File: src/rtl/cwm_pkg.sv
package cwm_pkg;
  localparam int CW_W        = 32;
  localparam int NUM_SLOTS   = 6;
  localparam int SLOT_BYTES  = 3;
  localparam int SLOT_W      = SLOT_BYTES * 8;
  localparam int ADDR_BITS   = 18;
  localparam int CFG_AW      = 6;
  localparam int ID_W        = 3;
  localparam int NUM_IDS     = NUM_SLOTS + 1;
  localparam int FIRST_SYNC  = 2;          // zero-based index of slot 3
  localparam int ROW_BASE    = 'h10;
  localparam int ROW_STRIDE  = 'h08;
  localparam int EN_OFFS     = 'h26;
  localparam int ROLE_OFFS   = 'h27;
  localparam int SYNC_TOL    = 2;
  localparam int PRE_MAX_BAD = 6;
  localparam logic [CW_W-1:0]   STD_SYNC = 32'h7CD2_15D8;
  localparam logic [SLOT_W-1:0] PREAMBLE = 24'hAAAAAA;

  function automatic logic [5:0] ones32(input logic [31:0] v);
    logic [5:0] n;
    n = '0;
    for (int i = 0; i < 32; i++) n = n + {5'd0, v[i]};
    return n;
  endfunction
endpackage

File: src/rtl/cwm_cfg_regs.sv
module cwm_cfg_regs
  import cwm_pkg::*;
(
  input  logic                                 clk,
  input  logic                                 rst_n,
  input  logic                                 cfg_we,
  input  logic [CFG_AW-1:0]                    cfg_addr,
  input  logic [7:0]                           cfg_wdata,
  output logic [NUM_SLOTS-1:0][SLOT_W-1:0]     slot_word,
  output logic [NUM_SLOTS-1:0]                 slot_en,
  output logic [NUM_SLOTS-1:0]                 slot_role
);
  logic [NUM_SLOTS-1:0][SLOT_BYTES-1:0][7:0] byte_q, byte_d;
  logic [NUM_SLOTS-1:0] en_q, en_d, role_q, role_d;

  always_comb begin
    byte_d = byte_q;
    en_d   = en_q;
    role_d = role_q;
    for (int k = 0; k < NUM_SLOTS; k++) begin
      for (int j = 0; j < SLOT_BYTES; j++) begin
        if (cfg_addr == CFG_AW'(ROW_BASE + j * ROW_STRIDE + k))
          byte_d[k][SLOT_BYTES-1-j] = cfg_wdata;
      end
    end
    if (cfg_addr == CFG_AW'(EN_OFFS))   en_d   = cfg_wdata[NUM_SLOTS-1:0];
    if (cfg_addr == CFG_AW'(ROLE_OFFS)) role_d = cfg_wdata[NUM_SLOTS-1:0];
  end

  always_ff @(posedge clk or negedge rst_n) begin
    if (!rst_n) begin
      byte_q <= '0;
      en_q   <= '0;
      role_q <= '0;
    end else if (cfg_we) begin
      byte_q <= byte_d;
      en_q   <= en_d;
      role_q <= role_d;
    end
  end

  generate
    for (genvar k = 0; k < NUM_SLOTS; k++) begin : g_word
      assign slot_word[k] = byte_q[k];
    end
  endgenerate
  assign slot_en   = en_q;
  assign slot_role = role_q;
endmodule

File: src/rtl/cwm_slot_cmp.sv
module cwm_slot_cmp
  import cwm_pkg::*;
#(
  parameter bit CAN_SYNC = 1'b1
) (
  input  logic [CW_W-1:0]   cw,
  input  logic [SLOT_W-1:0] word,
  input  logic              en,
  input  logic              role,
  output logic              hit,
  output logic              cfg_err
);
  localparam int SYNC_LSB = CW_W - SLOT_W;

  logic       role_eff;
  logic       addr_hit;
  logic       sync_hit;
  logic [5:0] cw_dist;
  logic [5:0] pre_dist;

  generate
    if (CAN_SYNC) begin : g_sync
      assign role_eff = role;
    end else begin : g_addr_only
      assign role_eff = 1'b0;
    end
  endgenerate

  always_comb begin
    addr_hit = !cw[CW_W-1] && (cw[CW_W-2 -: ADDR_BITS] == word[ADDR_BITS-1:0]);
    cw_dist  = ones32({{SYNC_LSB{1'b0}}, cw[CW_W-1:SYNC_LSB] ^ word});
    pre_dist = ones32({{SYNC_LSB{1'b0}}, word ^ PREAMBLE});
    sync_hit = (cw_dist <= 6'(SYNC_TOL));
    cfg_err  = role_eff && (pre_dist <= 6'(PRE_MAX_BAD));
    hit      = en && (role_eff ? (sync_hit && !cfg_err) : addr_hit);
  end
endmodule

File: src/rtl/cwm_prio.sv
module cwm_prio
  import cwm_pkg::*;
(
  input  logic [NUM_IDS-1:0] hits,
  output logic               any,
  output logic [ID_W-1:0]    id
);
  always_comb begin
    any = |hits;
    id  = '0;
    for (int i = NUM_IDS - 1; i >= 0; i--) begin
      if (hits[i]) id = ID_W'(i + 1);
    end
  end
endmodule

File: src/rtl/cwm_matcher.sv
module cwm_matcher
  import cwm_pkg::*;
(
  input  logic                 clk,
  input  logic                 rst_n,
  input  logic                 cfg_we,
  input  logic [CFG_AW-1:0]    cfg_addr,
  input  logic [7:0]           cfg_wdata,
  input  logic                 cw_valid,
  input  logic [CW_W-1:0]      cw,
  output logic                 match_valid,
  output logic [ID_W-1:0]      match_id,
  output logic [NUM_SLOTS-1:0] cfg_err
);
  logic [NUM_SLOTS-1:0][SLOT_W-1:0] slot_word;
  logic [NUM_SLOTS-1:0]             slot_en, slot_role;
  logic [NUM_IDS-1:0]               hits;
  logic                             any_hit;
  logic [ID_W-1:0]                  win_id;
  logic                             mv_d, mv_q;
  logic [ID_W-1:0]                  id_d, id_q;

  cwm_cfg_regs u_regs (
    .clk       (clk),
    .rst_n     (rst_n),
    .cfg_we    (cfg_we),
    .cfg_addr  (cfg_addr),
    .cfg_wdata (cfg_wdata),
    .slot_word (slot_word),
    .slot_en   (slot_en),
    .slot_role (slot_role)
  );

  generate
    for (genvar k = 0; k < NUM_SLOTS; k++) begin : g_slot
      cwm_slot_cmp #(.CAN_SYNC(k >= FIRST_SYNC)) u_cmp (
        .cw      (cw),
        .word    (slot_word[k]),
        .en      (slot_en[k]),
        .role    (slot_role[k]),
        .hit     (hits[k]),
        .cfg_err (cfg_err[k])
      );
    end
  endgenerate

  assign hits[NUM_IDS-1] = (ones32(cw ^ STD_SYNC) <= 6'(SYNC_TOL));

  cwm_prio u_prio (
    .hits (hits),
    .any  (any_hit),
    .id   (win_id)
  );

  always_comb begin
    mv_d = cw_valid && any_hit;
    id_d = mv_d ? win_id : '0;
  end

  always_ff @(posedge clk or negedge rst_n) begin
    if (!rst_n) begin
      mv_q <= 1'b0;
      id_q <= '0;
    end else begin
      mv_q <= mv_d;
      id_q <= id_d;
    end
  end

  assign match_valid = mv_q;
  assign match_id    = id_q;
endmodule

File: config.mk
export PLATFORM = sky130hd
export DESIGN_NAME = cwm_matcher
export DESIGN_NICKNAME = d
export VERILOG_FILES = /design/src/rtl/cwm_pkg.sv /design/src/rtl/cwm_cfg_regs.sv /design/src/rtl/cwm_slot_cmp.sv /design/src/rtl/cwm_prio.sv /design/src/rtl/cwm_matcher.sv
export SDC_FILE = /design/constraint.sdc
export NUM_CORES = 1
export LEC_CHECK = 0
export ABC_CLOCK_PERIOD_IN_PS = 12700
export CELL_PAD_IN_SITES_DETAIL_PLACEMENT = 1
export CELL_PAD_IN_SITES_GLOBAL_PLACEMENT = 1
export CORE_ASPECT_RATIO = 2
export CORE_UTILIZATION = 57
export DETAILED_ROUTE_END_ITERATION = 8
export DONT_BUFFER_PORTS = 1
export PLACE_DENSITY = 0.91
export SLEW_MARGIN = 20
export SYNTH_ARGS = -nofsm -noshare
export SYNTH_HDL_FRONTEND = slang
export SYNTH_SLANG_ARGS = --single-unit
File: constraint.sdc
create_clock -name clk -period 12.7 [get_ports clk]
set_input_delay 3.175 -clock clk [delete_from_list [all_inputs] [get_ports clk]]
set_output_delay 3.175 -clock clk [all_outputs]
set_load 0.02 [all_outputs]
==> flow_metrics.py <==
metrics = {
    "clock_tree": {
        "tritoncts_num_sinks": 146,
        "number_of_h_tree_levels": 4,
        "cts.reportedPaths.clkPinSlew_ns": 0.07,
        "clock-root-buffer": "sky130_fd_sc_hd__clkbuf_16",
        "post_cts.repair.setup_buffers": 0,
        "worst_skew_pair.late_latency_ns": 0.46,
        "cts_repair_resize_count": 0,
        "cts_tree": "done",
        "ctsHoldBuffers": 0,
        "number_of_buffers_created_by_cts": 17,
        "cts_buffer_depth": 2,
    },
    "sta": {
        "hold_viol_final": 0,
        "setup_violations": 0,
        "timing_max_transition_violations_final": 0,
        "skew_ns": 0.009398,
        "period_share_pct": 70.33,
        "rsz_0062_raised_after_global_routing": "no",
        "period_minus_slack_ns": 8.931,
        "timing.setup.tns_ns": 0,
        "max_freq_ghz": 0.1120,
        "worst_pin_slew_ns": 1.113,
        "slew_headroom_pct": 25.53,
    },
    "finish": {
        "final_cell_mix": "268 x sky130_fd_sc_hd__inv_1, 160 x sky130_fd_sc_hd__fa_1, 146 x sky130_fd_sc_hd__dfrtp_1, 111 x sky130_fd_sc_hd__xnor2_1, 97 x sky130_fd_sc_hd__xor2_1",
        "multi_input_comb_area_um2": 8287,
        "num-fill-cells": 2406,
        "area_delta_synth_final_pct": 4.892,
        "layout.cells.most_common": "sky130_fd_sc_hd__inv_1",
        "antenna_cells": 0,
        "final-seq-area_um2": 3654,
        "finalNetCount": 1482,
        "drive_above_1_share_pct": 11.38,
    },
    "logic_synthesis": {
        "ys.flop_type": "sky130_fd_sc_hd__dfrtp_1",
        "synth.yosys.warnings": 0,
        "async_flop_share_pct": 100.0,
        "yosys.cell_types.count": 54,
        "netlist_instances": 1242,
        "synth.avg_cell_area_um2": 10.67,
        "ys_seq_elements": 146,
        "synth_edf_count": 0,
        "synth.yosys.seq_area_share_pct": 27.58,
        "synth.cell_area_um2": 13250,
    },
    "critical_path": {
        "worst-endpoint-required_ns": 9.52,
        "startpoint_type": "flip-flop",
        "worst_setup_path_end_kind": "primary output",
        "worstSetupPathType": "reg2out",
        "worstPathArrival_ns": 5.76,
        "maximum_fanout_count_along_the_critical_path": 3,
    },
    "placed_design": {
        "detailedPlacementHpwl_mm": 33.81,
        "place.port_buffers": 0,
        "routabilityCongestion": 0.9206,
    },
    "route": {
        "route.vias.total": 9534,
        "detail-route-antenna-nets": 0,
        "route.detailed.vias_per_inst": 6.352,
        "totalWireLength_mm": 47.18,
        "drt_iter0_drc": 500,
        "drc_errors": 0,
        "avgRoutedWirePerCell_um": 31.43,
        "drt-pass1-iter-count": 5,
    },
    "global_route": {
        "grt_use_met2_pct": 69.27,
        "met3_usage_pct": 14.44,
        "grt_use_total_pct": 43.07,
        "grt_pass1_vias": 11460,
        "gr-total-overflow": 0,
        "grt_start_max_net_pins": 147,
        "grt_first_pass_wirelength_mm": 70.44,
        "met1_usage_pct": 40.90,
        "globalRoute.busiestLayer": "met2",
        "antenna_found_initial": 0,
    },
    "floorplan": {
        "fp.dieArea_um2": 23890,
        "placement_rows": 78,
        "io_pins": 60,
        "fp.dieH_um": 217.6,
        "placeableCoreArea_um2": 22740,
        "initial_utilization_pct": 58.26,
        "floorplan_die_width_um": 109.8,
    },
    "flow_run": {
        "maxCapViolCount": 0,
    },
    "run_status": {
        "outcome": "complete, no violations",
    },
    "worst_hold_path": {
        "worst_min_path_class": "reg2reg",
    },
}
-- path summary, 6_finish.rpt --
path	startpoint	endpoint	slack, ns	depth (start not counted)
min	u_regs.slot_en[1]	u_regs.slot_en[1]	0.53	1
min in group asynchronous	rst_n	u_regs.slot_word[13]	2.39	0
max in group asynchronous	rst_n	u_regs.slot_word[52]	9.99	0
min reg2reg	u_regs.slot_en[1]	u_regs.slot_en[1]	0.53	1
max reg2reg	u_regs.slot_word[73]	match_valid	6.54	19
max	u_regs.slot_word[73]	cfg_err[3]	3.77	16
-- per-stage QoR --
stage	instance area, µm²	setup slack (ns)	utilization, %	hold slack [ns]	std cells
after detailed placement	13310	3.830	58.53	0.5145	1470
after global routing	13900	3.621	61.11	0.5455	1501
after floorplan	13250	4.437	-	0.4809	1243
after global placement	13310	4.242	58.53	0.4923	1470
after CTS	13890	3.785	61.07	0.5264	1501
final	13900	3.769	61.11	0.5284	1501
-- flip-flops by register name, indices dropped and copies added (netlist names) --
name              flops
u_regs.slot_en        6
u_regs.slot_role      4
match_valid           1
u_regs.slot_word    132
match_id              3
-- per-layer routing --
metal | up-vias | share of wire (%)
met2 | 572 | 50
met5 | - | 0
li1 | 3735 | -
met3 | 368 | 7.8
met4 | 0 | 12
met1 | 4859 | 30
-- cells by family after synthesis --
kind of cell	synth area share (%)
AOI/OAI and AO/OA	3.258
xor gates and xnor gates	13.75
adders and majority gates	30.13
buffers and inverters	10.06
DFF	27.58
muxes	8.632
other	0.02831
and+or+nand+nor	6.564
-- worst max-delay path, cell delays in order, from the launching register on --
cell and delay (ns):
sky130_fd_sc_hd__dfrtp_1 0.43, sky130_fd_sc_hd__inv_1 0.08, sky130_fd_sc_hd__ha_1 0.27, sky130_fd_sc_hd__inv_1 0.04, sky130_fd_sc_hd__fa_1 0.56, sky130_fd_sc_hd__fa_1 0.46
sky130_fd_sc_hd__fa_1 0.52, sky130_fd_sc_hd__inv_1 0.05, sky130_fd_sc_hd__fa_1 0.51, sky130_fd_sc_hd__inv_1 0.09, sky130_fd_sc_hd__fa_1 0.58, sky130_fd_sc_hd__inv_1 0.09
sky130_fd_sc_hd__fa_1 0.42, sky130_fd_sc_hd__fa_1 0.41, sky130_fd_sc_hd__and4b_1 0.26, sky130_fd_sc_hd__o2111ai_1 0.26, sky130_fd_sc_hd__inv_1 0.25
-- cell usage after synthesis (all sizes together) (2+ instances only) --
library cell,n,area [µm²]
or4,2,15.01
and3,2,12.51
and4b,3,30.03
or2,3,18.77
nand3,14,70.07
nand4,14,87.58
a21o,4,30.03
mux2,98,1134
nor4,16,100.1
or3,2,12.51
nand3b,3,35.03
clkbuf,20,92.59
o211ai,2,15.01
buf,35,215.2
o21a,2,15.01
nand2b,4,25.02
o21ai,46,230.2
xor2,97,849.6
nand2,56,210.2
nand4b,2,17.52
nor2b,3,18.77
nor3,12,60.06
nor2,21,78.83
fa,160,3203
nor4b,2,17.52
xnor2,111,972.2
dfrtp,146,3654
nor3b,3,33.78
a21oi,13,65.06
ha,63,788.3
inv,268,1006
-- final cells by class --
cell class	count	share of cell area, %
Sequential cell	146	26.29
Timing Repair Buffer	3	0.1621
Clock inverter	13	0.9905
Tap cell	280	2.521
Multi-Input combinational cell	773	59.63
Inverter	268	7.239
Clock buffer	18	3.160
Power is left out: the tool's default activity adds up to more than one toggle a clock period on the data nets, which glitch-free logic cannot reach.
